===== config.mk =====
export PLATFORM = sky130hd
export DESIGN_NAME = cpwm_top
export DESIGN_NICKNAME = d
export VERILOG_FILES = /design/src/rtl/cpwm_pkg.sv /design/src/rtl/cpwm_regs.sv /design/src/rtl/cpwm_rate_div.sv /design/src/rtl/cpwm_chan.sv /design/src/rtl/cpwm_top.sv
export SDC_FILE = /design/constraint.sdc
export NUM_CORES = 1
export LEC_CHECK = 0
export ABC_AREA = 1
export BUFFER_PORTS_ARGS = -buffer_cell sky130_fd_sc_hd__buf_2
export CORE_MARGIN = 8
export CORE_UTILIZATION = 35
export CTS_BUF_LIST = sky130_fd_sc_hd__clkbuf_8
export CTS_CLUSTER_SIZE = 25
export DETAILED_ROUTE_END_ITERATION = 12
export PLACE_DENSITY = 0.58
export SETUP_SLACK_MARGIN = 0.3
export SLEW_MARGIN = 5
export SYNTH_ARGS = -nofsm -noshare
export SYNTH_HDL_FRONTEND = slang
export SYNTH_HIERARCHICAL = 1
export SYNTH_SLANG_ARGS = --single-unit

===== constraint.sdc =====
create_clock -name clk_i -period 9.82 [get_ports clk_i]
set_input_delay 0.491 -clock clk_i [delete_from_list [all_inputs] [get_ports clk_i]]
set_output_delay 0.491 -clock clk_i [all_outputs]
set_load 0.005 [all_outputs]

===== src/rtl/cpwm_pkg.sv =====
package cpwm_pkg;
  localparam int CH_N   = 4;
  localparam int CH_W   = $clog2(CH_N);
  localparam int A_POL  = 'h05;
  localparam int A_EN   = 'h07;
  localparam int A_FREQ = 'h08;
  localparam int A_DUTY = 'h0C;
  localparam int EN_LSB = 4;
  localparam int INC_W  = 20;  // (63+1) << 13 needs 20 bits

  typedef enum logic [2:0] {SEL_NONE, SEL_POL, SEL_EN, SEL_FREQ, SEL_DUTY} reg_sel_e;

  typedef struct packed {
    logic [1:0] rng;
    logic [5:0] mult;
    logic [7:0] duty;
    logic       inv;
    logic       en;
  } ch_cfg_t;
endpackage


===== src/rtl/cpwm_regs.sv =====
module cpwm_regs
  import cpwm_pkg::*;
#(
  parameter int ADDR_W = 6
) (
  input  logic                    clk_i,
  input  logic                    rst_ni,
  input  logic [ADDR_W-1:0]       addr_i,
  input  logic                    we_i,
  input  logic [7:0]              wdata_i,
  input  logic                    re_i,
  output logic [7:0]              rdata_o,
  output ch_cfg_t [CH_N-1:0]      cfg_o
);
  logic [7:0]                pol_q, en_q, rdata_q;
  logic [CH_N-1:0][7:0]      freq_q, duty_q;
  reg_sel_e                  sel;
  logic [CH_W-1:0]           idx;

  always_comb begin
    sel = SEL_NONE;
    idx = '0;
    if (addr_i == ADDR_W'(A_POL)) begin
      sel = SEL_POL;
    end else if (addr_i == ADDR_W'(A_EN)) begin
      sel = SEL_EN;
    end else if (addr_i >= ADDR_W'(A_FREQ) && addr_i < ADDR_W'(A_FREQ + CH_N)) begin
      sel = SEL_FREQ;
      idx = CH_W'(addr_i - ADDR_W'(A_FREQ));
    end else if (addr_i >= ADDR_W'(A_DUTY) && addr_i < ADDR_W'(A_DUTY + CH_N)) begin
      sel = SEL_DUTY;
      idx = CH_W'(addr_i - ADDR_W'(A_DUTY));
    end
  end

  always_ff @(posedge clk_i or negedge rst_ni) begin
    if (!rst_ni) begin
      pol_q  <= '0;
      en_q   <= '0;
      freq_q <= '0;
      duty_q <= '0;
    end else if (we_i) begin
      case (sel)
        SEL_POL:  pol_q       <= wdata_i;
        SEL_EN:   en_q        <= wdata_i;
        SEL_FREQ: freq_q[idx] <= wdata_i;
        SEL_DUTY: duty_q[idx] <= wdata_i;
        default:  ;
      endcase
    end
  end

  always_ff @(posedge clk_i or negedge rst_ni) begin
    if (!rst_ni) begin
      rdata_q <= '0;
    end else if (re_i) begin
      case (sel)
        SEL_POL:  rdata_q <= pol_q;
        SEL_EN:   rdata_q <= en_q;
        SEL_FREQ: rdata_q <= freq_q[idx];
        SEL_DUTY: rdata_q <= duty_q[idx];
        default:  rdata_q <= '0;
      endcase
    end
  end

  assign rdata_o = rdata_q;

  for (genvar ch = 0; ch < CH_N; ch++) begin : g_cfg
    assign cfg_o[ch].rng  = freq_q[ch][7:6];
    assign cfg_o[ch].mult = freq_q[ch][5:0];
    assign cfg_o[ch].duty = duty_q[ch];
    assign cfg_o[ch].inv  = pol_q[ch];
    assign cfg_o[ch].en   = en_q[EN_LSB + ch];
  end


  unmapped_wr_chk: assert property (@(posedge clk_i) disable iff (!rst_ni)
    (we_i && sel == SEL_NONE) |=> ($stable(pol_q) && $stable(en_q) && $stable(freq_q) && $stable(duty_q)));
endmodule


===== src/rtl/cpwm_rate_div.sv =====
module cpwm_rate_div
  import cpwm_pkg::*;
#(
  parameter int unsigned REF_HZ = 50_000_000
) (
  input  logic       clk_i,
  input  logic       rst_ni,
  input  logic [1:0] rng_i,
  input  logic [5:0] mult_i,
  output logic       tick_o
);
  localparam int ACC_W = $clog2(REF_HZ) + 1;

  logic [6:0]       base;
  logic [INC_W-1:0] inc;
  logic [ACC_W:0]   sum;
  logic [ACC_W-1:0] acc_q;
  logic             tick_q, wrap;

  // tick rate = 256 * step * (mult+1) = (mult+1) * 128 * 4^rng
  assign base = {1'b0, mult_i} + 7'd1;
  always_comb begin
    case (rng_i)
      2'd0:    inc = INC_W'(base) << 7;
      2'd1:    inc = INC_W'(base) << 9;
      2'd2:    inc = INC_W'(base) << 11;
      default: inc = INC_W'(base) << 13;
    endcase
  end

  assign sum  = {1'b0, acc_q} + (ACC_W+1)'(inc);
  assign wrap = sum >= (ACC_W+1)'(REF_HZ);

  always_ff @(posedge clk_i or negedge rst_ni) begin
    if (!rst_ni) begin
      acc_q  <= '0;
      tick_q <= 1'b0;
    end else begin
      acc_q  <= wrap ? ACC_W'(sum - (ACC_W+1)'(REF_HZ)) : ACC_W'(sum);
      tick_q <= wrap;
    end
  end

  assign tick_o = tick_q;


  acc_bound_chk: assert property (@(posedge clk_i) disable iff (!rst_ni)
    acc_q < ACC_W'(REF_HZ));
endmodule


===== src/rtl/cpwm_chan.sv =====
module cpwm_chan
  import cpwm_pkg::*;
(
  input  logic    clk_i,
  input  logic    rst_ni,
  input  logic    tick_i,
  input  ch_cfg_t cfg_i,
  output logic    pwm_o
);
  logic [7:0] phase_q;
  logic       pwm_q, active;

  always_ff @(posedge clk_i or negedge rst_ni) begin
    if (!rst_ni)     phase_q <= '0;
    else if (tick_i) phase_q <= phase_q + 8'd1;
  end

  assign active = phase_q <= cfg_i.duty;

  always_ff @(posedge clk_i or negedge rst_ni) begin
    if (!rst_ni) pwm_q <= 1'b0;
    else         pwm_q <= cfg_i.en & (active ^ cfg_i.inv);
  end

  assign pwm_o = pwm_q;


  dis_low_chk: assert property (@(posedge clk_i) disable iff (!rst_ni)
    !cfg_i.en |=> !pwm_o);

  full_on_chk: assert property (@(posedge clk_i) disable iff (!rst_ni)
    (cfg_i.en && !cfg_i.inv && cfg_i.duty == 8'hFF) |=> pwm_o);

  phase_hold_chk: assert property (@(posedge clk_i) disable iff (!rst_ni)
    !tick_i |=> $stable(phase_q));

  phase_step_chk: assert property (@(posedge clk_i) disable iff (!rst_ni)
    tick_i |=> phase_q == $past(phase_q) + 8'd1);
endmodule


===== src/rtl/cpwm_top.sv =====
module cpwm_top
  import cpwm_pkg::*;
#(
  parameter int unsigned REF_CLK_HZ = 50_000_000,
  parameter int          ADDR_W     = 6
) (
  input  logic              clk_i,
  input  logic              rst_ni,
  input  logic [ADDR_W-1:0] addr_i,
  input  logic              we_i,
  input  logic [7:0]        wdata_i,
  input  logic              re_i,
  output logic [7:0]        rdata_o,
  output logic [CH_N-1:0]   pwm_o
);
  ch_cfg_t [CH_N-1:0] cfg;
  logic    [CH_N-1:0] tick;

  cpwm_regs #(.ADDR_W(ADDR_W)) u_regs (
    .clk_i   (clk_i),
    .rst_ni  (rst_ni),
    .addr_i  (addr_i),
    .we_i    (we_i),
    .wdata_i (wdata_i),
    .re_i    (re_i),
    .rdata_o (rdata_o),
    .cfg_o   (cfg)
  );

  for (genvar ch = 0; ch < CH_N; ch++) begin : g_ch
    cpwm_rate_div #(.REF_HZ(REF_CLK_HZ)) u_div (
      .clk_i  (clk_i),
      .rst_ni (rst_ni),
      .rng_i  (cfg[ch].rng),
      .mult_i (cfg[ch].mult),
      .tick_o (tick[ch])
    );
    cpwm_chan u_chan (
      .clk_i  (clk_i),
      .rst_ni (rst_ni),
      .tick_i (tick[ch]),
      .cfg_i  (cfg[ch]),
      .pwm_o  (pwm_o[ch])
    );
  end


  rst_out_chk: assert property (@(posedge clk_i) disable iff (!rst_ni)
    $rose(rst_ni) |-> pwm_o == '0);
endmodule


==> results of run 1 <==
[worst max-delay path by stage]
| stage | slack (ps) | depth (start not counted) | to |
|---|---|---|---|
| 3_5_place_dp | 5680 | 18 | g_ch[3].u_div/acc_q[8]$_DFF_PN0_ |
| 2_1_floorplan | 6640 | 21 | g_ch[2].u_div/acc_q[8]$_DFF_PN0_ |
| 4_1_cts | 5650 | 18 | g_ch[3].u_div/acc_q[8]$_DFF_PN0_ |
| 3_3_place_gp | 5700 | 18 | g_ch[0].u_div/acc_q[21]$_DFF_PN0_ |
| 5_1_grt | 5170 | 18 | g_ch[0].u_div/acc_q[8]$_DFF_PN0_ |
| 6_report | 5680 | 18 | g_ch[3].u_div/acc_q[8]$_DFF_PN0_ |
[routing by layer]
layer	global-route usage, %	wire length, µm	up-vias
met4	4.93	1210	0
met3	2.71	2800	81
met1	22.9	23700	8023
met2	26.1	22100	461
li1	-	-	8749
met5	0	0	-
[what timing repair did]
| item | CTS | global route |
|---|---|---|
| setup buffers | 0 | 0 |
| hold buffers | 1 | 0 |
| endpoints found under the hold margin | 92 | 0 |
[power by group through the flow]
stage                     sequential, W  combinational (W)  clock (W)
final                           0.00112            0.00199   0.000987
after global routing            0.00113            0.00225    0.00106
after CTS                       0.00112            0.00198    0.00102
after detailed placement        0.00113            0.00196          0
after global placement          0.00113            0.00193          0
after floorplan                 0.00108            0.00153          0
[state kept, by name (all words and copies together) (netlist names)]
signal,cells
g_ch.u_div/tick_o,4
u_regs/en_q,8
g_ch.u_chan/pwm_o,4
u_regs/pol_q,8
g_ch.u_div/acc_q,80
u_regs/cfg_o,64
u_regs/rdata_o,8
g_ch.u_chan/phase_q,32
[logic make-up after synthesis]
kind of cell	share of synthesized area [%]
buffers and inverters	11.4
AND/OR/NAND/NOR	40.8
adder cells (fa/ha/maj)	7.70
XOR/XNOR	3.07
AO/OA/AOI/OAI	8.04
flip-flops	29.0
[placed cells by master (no fill, tap or decap), drive strengths merged]
cell type / n
a221oi: 4
bufinv: 4
and2: 7
xnor2: 17
o22ai: 12
nand3: 263
nor4: 1
xor2: 45
a21oi: 59
buf: 31
o21a: 3
fa: 4
or2: 13
dfrtp: 208
clkbuf: 51
o21ai: 146
dlygate4sd3: 1
clkinv: 4
nor2: 220
a21o: 4
nand4: 74
ha: 104
nor3: 17
o221ai: 16
clkinvlp: 4
o211ai: 4
inv: 446
nand2: 1022
nand3b: 16
[tightest hold or removal path, delay by kind of cell]
kind / cells / cell delay (ps)
AND/OR/NAND/NOR: 1 / 270
buffers and inverters: 1 / 110
AO/OA/AOI/OAI: 1 / 100
[cell type report]
class	instances	area (µm²)	share of cell area [%]
Sequential cell	208	5200	26.7
Clock buffer	51	702	3.60
Clock inverter	21	208	1.07
Timing Repair Buffer	32	180	0.925
Inverter	437	1640	8.42
Tap cell	680	851	4.37
Multi-Input combinational cell	2051	10700	54.9
[metrics by stage]
step / util (%) / instance area, µm² / cells
2_1_floorplan: - / 17900 / 2743
3_3_place_gp: 36.4 / 18600 / 3407
3_5_place_dp: 36.4 / 18600 / 3407
4_1_cts: 38.2 / 19500 / 3480
5_1_grt: 38.2 / 19500 / 3480
6_report: 38.2 / 19500 / 3480
==> results.ini, run 1 <==
[run_status]
run_status = finished, final reports clean

[placed_design]
hpwlAfterDp_mm = 38.1
gp_congestion = 0.922
numPortBuffers = 29
dpl_worst_slack_ps = 5680

[logic_synthesis]
synth.top_cell.area_share_pct = 29.0
synth_nets = 2869
async_flop_share_pct = 100
ys_warn_count = 6
synth_edf_count = 0
synthTopCellsByArea = dfrtp_1 (29%), nand2_1 (20%), inv_1 (8.5%), ha_1 (7.3%), nand3_1 (6.8%)
postSynthAreaPerCell_um2 = 6.54
synth_top_area_cell = dfrtp_1
synth_ff_type = dfrtp_1
synth_commonest_cells = nand2_1 (960), inv_1 (404), nand3_1 (242)
syn_area_mm2 = 0.0179
seq_area_frac_synth_pct = 29.0
synth_cell_types = 48
syn_inst = 2743
ys_seq_elements = 208
yosysMostFrequentCell = nand2_1

[timing]
fin_setup_tns_ps = 0
period_minus_slack_ps = 4140
final_min_period_over_clock_period_pct = 42.1
hold_viol = 0
slew_headroom_pct = 46.0
maxSlewViolCount = 0
skew_ps = 14.5
grt_setup_unrepaired = no
worst_slew_pin_slew_ps = 811
setup_viol = 0
hold_ws_ps = 414
fin_ws_ps = 5680
fmax_mhz = 242

[pwr]
p_leak_nw = 10.5
internal-power_w = 0.00222
ir_drop_v = 0.000109
powerDensity_mw_per_mm2 = 210
swShare_pct = 45.8
power.total_w = 0.00409
p_clk_share_pct = 24.1
switching_power_w = 0.00187
p_seq_share_pct = 27.3
comb_power_share_pct = 48.5

[global_route]
grt_pass1_vias = 16200
grt_pass1_wl_mm = 81.3
antenna_found_initial = 1
grt_max_degree = 94
grt.total_usage_pct = 16.5
gr-total-overflow = 0

[worst_setup_path]
slowest_delay_ps = 540
cp_slowest_cell = nand3_2
path_class = flip-flop to flip-flop
r2r_slack_ps = 5680
crit_top_cell = nand2_1
r2r_cells = 18
path_cells = ha_1 > xor2_1 > o21ai_0 > a221oi_1 > ha_1 > nand2_2 > inv_1 > a21oi_1 > nand2_1 > nand2_1 > nand2_1 > nand2_1 > nand2_1 > a21oi_2 > a21oi_2 > nand2_1 > nand3_2 > o21ai_0
crit_fanout = 38
reg2reg_to = g_ch[3].u_div/acc_q[8]$_DFF_PN0_
crit_path_end_kind = flip-flop
startpoint = u_regs/cfg_o[64]$_DFFE_PN0P_
worstPathRequired_ps = 10310
crit_buf_inv = 1
reg2reg_from = u_regs/cfg_o[64]$_DFFE_PN0P_
critical_path.top_delay_family = compound AO/OA/AOI/OAI gates
startpoint_type = flip-flop
critPathArrivalTime_ps = 4620

[clock_tree]
cts_buffers = 42
htree_levels = 2
clkTransAtPathRegs_ps = 60
cts_resized = 0
cts_buffer_depth = 3
insertion_delay_ps = 610
cts.sinks = 208
cts_root_buffer = clkbuf_8
cts_tree = done

[final_layout]
num-nets-final = 2898
area_delta_synth_final_pct = 8.57
layout-drive-gt1-share_pct = 10.4
diodes = 0
fillers = 5394

[min_path]
min-delay-start = we_i
whs_path_depth = 3
min_to = u_regs/en_q[3]$_DFFE_PN0P_
hold_path_class = input pin to flip-flop

[die]
dieArea_mm2 = 0.0587
die_w_um = 242
core_mm2 = 0.0510
fp-row-count = 83
start_util_pct = 35.2
top_level_ports = 30
die_y_um = 242

[drt]
dr_total_vias = 17300
drt-total-wl_mm = 49.7
drt_iter0_markers = 1045
wl_per_cell_um = 14.3
vias_per_cell = 4.98
route.detailed.drc = 0
dr.pass1.iters = 5
ant_nets = 0

[job]
cap_violations = 0

No activity file was read; power rests on OpenSTA's default activity.
==> inputs of run 2 (changes only) <==
Clock period 9.82 ns to 3.9 ns, I/O delays scaled along.
==> run 2 against run 1 <==
Against the previous run: utilization increased by 3.7 points; fmax grew 20%; routed wire length increased by 6.6%; via count rose by 2.5%; cell count rose by 2.1%; sequential power rose to 2.5 times the previous value; critical path type unchanged; largest cell class unchanged; final area grew 9.7%.
==> results.ini, run 2 (same netlist as run 1, synthesis figures left out) <==
[worst_setup_path]
path_class = flip-flop to flip-flop
crit_path_end_kind = flip-flop
crit_fanout = 6
startpoint_type = flip-flop
worstPathRequired_ps = 4390
critPathArrivalTime_ps = 3940

[clock_tree]
cts_root_buffer = clkbuf_8
htree_levels = 2
cts_buffer_depth = 3
clkTransAtPathRegs_ps = 70
cts_buffers = 39
cts.sinks = 208
insertion_delay_ps = 590
cts_tree = done

[global_route]
grt_max_degree = 92
grt.total_usage_pct = 16.6
grt_pass1_wl_mm = 81.8
grt_pass1_vias = 16400
gr-total-overflow = 0
antenna_found_initial = 2

[final_layout]
mostFrequentLayoutCell = nand2_1
final_cell_mix = nand2_1 (865), inv_1 (398), nand3_1 (227)
area_delta_synth_final_pct = 19.1
final_cell_area_mm2 = 0.0214
largest_register_ffs = 80
largest_register = g_ch.u_div/acc_q
fillers = 5177
num-nets-final = 2966
layout-drive-gt1-share_pct = 20.8

[drt]
drt_iter0_markers = 1258
drt-total-wl_mm = 53.0
wl_met3_mm = 2.87
dr_wl_met2_mm = 24.3
dr.pass1.iters = 5
drt-met1-wl_mm = 24.3
routed.top_layer = met4
route.detailed.drc = 0
wl_per_cell_um = 14.9
dr_total_vias = 17700
vias_per_cell = 5.00
ant_nets = 0

[timing]
worst_slew_pin_slew_ps = 802
fmax_mhz = 290
period_minus_slack_ps = 3450
fin_ws_ps = 448
grt_setup_unrepaired = yes
skew_ps = 24.0
fin_setup_tns_ps = 0
setup_viol = 0
maxSlewViolCount = 0
slew_headroom_pct = 46.5
hold_viol = 0
final_min_period_over_clock_period_pct = 88.5

[placed_design]
hpwlAfterDp_mm = 38.4
numPortBuffers = 29
dpl_worst_slack_ps = 144
gp_congestion = 0.940
place_area_mm2 = 0.0187

[pwr]
ir_drop_v = 0.000198
powerDensity_mw_per_mm2 = 512
p_leak_nw = 11.1

[min_path]
hold_path_class = input pin to flip-flop

[die]
fp-row-count = 83
die_y_um = 242
core_mm2 = 0.0510
top_level_ports = 30
start_util_pct = 35.2
dieArea_mm2 = 0.0587
die_w_um = 242

[job]
cap_violations = 0

[run_status]
run_status = finished, final reports clean

## run 2: worst paths after layout
check                                                            from                                    end  slack, ps  cells past startpoint
worst max-delay path                     u_regs/cfg_o[65]$_DFFE_PN0P_      g_ch[3].u_div/acc_q[25]$_DFF_PN0_        450                     23
worst min-delay path                                             we_i             u_regs/en_q[3]$_DFFE_PN0P_        110                      3
worst max register to register           u_regs/cfg_o[65]$_DFFE_PN0P_      g_ch[3].u_div/acc_q[25]$_DFF_PN0_        450                     23
worst min register to register  g_ch[2].u_chan/phase_q[7]$_DFFE_PN0P_  g_ch[2].u_chan/phase_q[7]$_DFFE_PN0P_        470                      1
max in group asynchronous                                      rst_ni      g_ch[0].u_div/acc_q[26]$_DFF_PN0_       2660                      3
min in group asynchronous                                      rst_ni      g_ch[1].u_div/acc_q[26]$_DFF_PN0_        190                      2
## run 2: critical path: stages, from the launching register on
cell,delay [ps]
dfrtp_1,430
ha_4,180
nand4_1,130
nor2_1,170
inv_2,90
a221oi_4,370
ha_4,280
nand2_2,90
inv_1,70
a21oi_2,170
nand2_2,90
nand2_2,70
nand2_1,50
nand2_1,80
nand2_2,100
nor2_4,130
nand3_1,100
nor2_1,180
nand2_2,100
nand3_4,200
buf_12,150
nand2_1,40
nand2_1,50
nand2_1,60
## run 2: stage by stage
stage / utilization [%] / power [W] / cells / hold slack [ps]
after global routing: 41.9 / 0.0118 / 3552 / 102
final: 41.9 / 0.0109 / 3552 / 109
after global placement: 36.7 / 0.00775 / 3420 / 252
after floorplan: - / 0.00658 / 2743 / -101
after detailed placement: 36.7 / 0.00782 / 3420 / 257
after CTS: 38.4 / 0.0102 / 3492 / 56.7
## run 2: what timing repair did
action | CTS | global route
cloned | 0 | 14
pin swaps | 2 | 87
setup buffers | 0 | 44
hold buffers | 1 | 0
gates resized for setup | 8 | 317
setup endpoints to repair | 61 | 84
hold endpoints to repair | 89 | 0
## run 2: cell type report
| class | instances | area, µm² | area share (%) |
|---|---|---|---|
| Clock inverter | 17 | 103 | 0.480 |
| Timing Repair inverter | 1 | 6.26 | 0.0293 |
| Clock buffer | 54 | 743 | 3.48 |
| Tap cell | 680 | 851 | 3.98 |
| Timing Repair Buffer | 99 | 938 | 4.39 |
| Multi-Input combinational cell | 2054 | 11900 | 55.5 |
| Antenna cell | 2 | 5.00 | 0.0234 |
| Inverter | 437 | 1650 | 7.70 |
| Sequential cell | 208 | 5220 | 24.4 |
## run 2: routing by layer
layer | track usage [%] | vias to the layer above
li1 | - | 8923
met1 | 22.5 | 8283
met2 | 26.5 | 443
met3 | 2.52 | 97
met4 | 6.07 | 0
met5 | 0 | -
## run 2: power breakdown
group,switching (W),total [W],internal (W)
Combinational,0.00375,0.00578,0.00202
Clock,0.00102,0.00231,0.00130
Sequential,0.000321,0.00285,0.00253
Total,0.00509,0.0109,0.00585
==> inputs of run 3 (changes only) <==
Settings changed: ABC_AREA 1 to not set, MAX_ROUTING_LAYER set to met4, SKIP_LAST_GASP set to 1.
==> run 3 against run 2 <==
Against the previous run: the flow now finishes with violations (negative setup slack); via count shrank 11%; first-iteration DRC count is 17% lower; largest cell class unchanged; critical endpoint is now g_ch[2].u_div/acc_q[8]$_DFF_PN0_; count of clock-buffer cells in the layout is 3 higher; critical path type unchanged; sequential power increased by 4%; sequential share of layout area is 3.4 points lower; cell count decreased by 18%.
==> results.ini, run 3 <==
[final_layout]
final_cells = 2896
largest_register = g_ch.u_div/acc_q
fillers = 4234
register_area_mm2 = 0.00522
num-nets-final = 2326
largest_register_ffs = 80
mostFrequentLayoutCell = buf_4
multi_input_area_mm2 = 0.0143
final_cell_mix = buf_4 (295), dfrtp_1 (197), nand2_1 (109)
layout-drive-gt1-share_pct = 48.2
area_delta_synth_final_pct = 42.5

[timing]
hold_viol = 0
grt_setup_unrepaired = yes
maxSlewViolCount = 0
skew_ps = 32.3
hold_ws_ps = 55.2
period_minus_slack_ps = 3930
final_min_period_over_clock_period_pct = 101
slew_headroom_pct = 29.9
fmax_mhz = 254
setup_viol = 1
worst_slew_pin_slew_ps = 1050
fin_ws_ps = -30.3

[global_route]
gr-total-overflow = 0
grt_pass1_wl_mm = 85.2
grt_pass1_vias = 15900
grt.total_usage_pct = 18.8
antenna_found_initial = 6
grt_max_degree = 102

[logic_synthesis]
postSynthAreaPerCell_um2 = 9.55
yosysMostFrequentCell = dfrtp_1
synth_top_area_cell = dfrtp_1
synth_commonest_cells = dfrtp_1 (208), a21oi_1 (126), nand2_1 (114)
ys_seq_elements = 208
synth_nets = 1950
synth.top_cell.area_share_pct = 29.9
async_flop_share_pct = 100
ys_warn_count = 6
syn_inst = 1824
synthTopCellsByArea = dfrtp_1 (30%), ha_1 (7.5%), mux2_2 (5.9%), xnor2_1 (5.0%), a21oi_1 (3.6%)
synth_edf_count = 0
synth_ff_type = dfrtp_1
syn_area_mm2 = 0.0174
seq_area_frac_synth_pct = 29.9
synth_cell_types = 110

[die]
die_w_um = 239
start_util_pct = 35.5
dieArea_mm2 = 0.0572
fp-row-count = 81
die_y_um = 239
core_mm2 = 0.0491
top_level_ports = 30

[placed_design]
gp_congestion = 0.847
dp.cells = 2622
hpwlAfterDp_mm = 36.5
numPortBuffers = 29

[worst_setup_path]
crit_path_end_kind = flip-flop
crit_fanout = 5
reg2reg_from = u_regs/cfg_o[46]$_DFFE_PN0P_
r2r_cells = 16
path_class = flip-flop to flip-flop
startpoint_type = flip-flop
r2r_slack_ps = -30
startpoint = u_regs/cfg_o[46]$_DFFE_PN0P_
critPathArrivalTime_ps = 4420
reg2reg_to = g_ch[2].u_div/acc_q[8]$_DFF_PN0_
worstPathRequired_ps = 4390

[drt]
dr.pass1.iters = 5
ant_nets = 0
drt_iter0_markers = 1040
drt-total-wl_mm = 55.0
route.detailed.drc = 0
dr_total_vias = 15800
vias_per_cell = 5.45
wl_per_cell_um = 19.0

[min_path]
whs_path_depth = 2
hold_path_class = input pin to flip-flop
min_to = u_regs/rdata_o[3]$_DFFE_PN0P_
min-delay-start = re_i

[run_status]
violations = negative setup slack
run_status = complete, but fails checks

[pwr]
p_leak_nw = 10.5
ir_drop_v = 0.000298
powerDensity_mw_per_mm2 = 606

[clock_tree]
cts_tree = done
htree_levels = 2
clkTransAtPathRegs_ps = 60
insertion_delay_ps = 620
cts_root_buffer = clkbuf_8
cts_buffer_depth = 3
cts.sinks = 208
cts_buffers = 42

[job]
cap_violations = 0

run 3: cell type report:
cell class,instances,share of cell area [%]
Clock buffer,57,3.16
Sequential cell,208,21.0
Inverter,74,1.16
Timing Repair Buffer,403,13.5
Multi-Input combinational cell,1470,57.4
Clock inverter,14,0.378
Tap cell,664,3.35
Timing Repair inverter,1,0.0302
Antenna cell,5,0.0504
run 3: per-layer routing:
metal	vias up	part of all wire, %	GRT usage, %
met5	-	0	-
met4	0	2.9	5.94
met3	113	5.5	3.79
met2	361	48	29.9
met1	7828	43	23.8
li1	7482	-	-
run 3: cells by family (layout without fill, tap and decap cells):
| logic type | after synthesis | count (layout) | synth area share [%] |
|---|---|---|---|
| compound gates | 500 | 500 | 22.4 |
| xor+xnor | 151 | 151 | 7.98 |
| simple gates | 585 | 585 | 19.5 |
| mux | 126 | 126 | 8.08 |
| other cells | 0 | 5 | 0 |
| buf+inv | 146 | 549 | 4.26 |
| flops | 208 | 208 | 29.9 |
| fa+ha+maj | 108 | 108 | 7.93 |
run 3: worst max path at each step:
stage | endpoint | slack (ps)
after floorplan | g_ch[3].u_div/acc_q[8]$_DFF_PN0_ | 200
after global placement | g_ch[1].u_div/acc_q[20]$_DFF_PN0_ | -200
after detailed placement | g_ch[3].u_div/acc_q[8]$_DFF_PN0_ | -130
after CTS | g_ch[3].u_div/acc_q[15]$_DFF_PN0_ | 150
after global routing | g_ch[2].u_div/acc_q[8]$_DFF_PN0_ | -120
final | g_ch[2].u_div/acc_q[8]$_DFF_PN0_ | -30
run 3: repair_timing:
action                     4_1_cts  5_1_grt
resized for setup              308      256
buffers inserted               144       47
hold buffers                     3        0
hold endpoints to repair       107        0
cloned                           3        1
pin swaps                      163      160
setup endpoints to repair       84       84
run 3: critical path, stage by stage (launching register included):
cell	delay, ps
dfrtp_2	440
ha_4	200
xor2_2	180
buf_4	150
nand2b_1	90
o21ai_2	70
ha_1	330
and2_4	180
a221o_1	410
o21ai_2	280
nand3_2	140
and3_4	170
or2_4	250
o31ai_4	390
a21oi_4	120
inv_4	110
mux2_4	300
run 3: per-stage QoR:
step / util (%) / power (W) / TNS, ps / cell area [µm²] / setup slack, ps
after floorplan: - / 0.00780 / 0 / 17500 / 196
after global placement: 39.6 / 0.00964 / -1050 / 19400 / -204
after detailed placement: 39.6 / 0.00974 / -1240 / 19400 / -128
after CTS: 47.0 / 0.0140 / 0 / 23100 / 149
after global routing: 50.6 / 0.0160 / -1640 / 24800 / -118
final: 50.6 / 0.0150 / -30.3 / 24800 / -30.3
run 3: where the power goes:
part	switching, W	internal [W]	total (W)
clock	0.00108	0.00136	0.00245
sequential	0.000386	0.00257	0.00296
combinational	0.00508	0.00456	0.00964
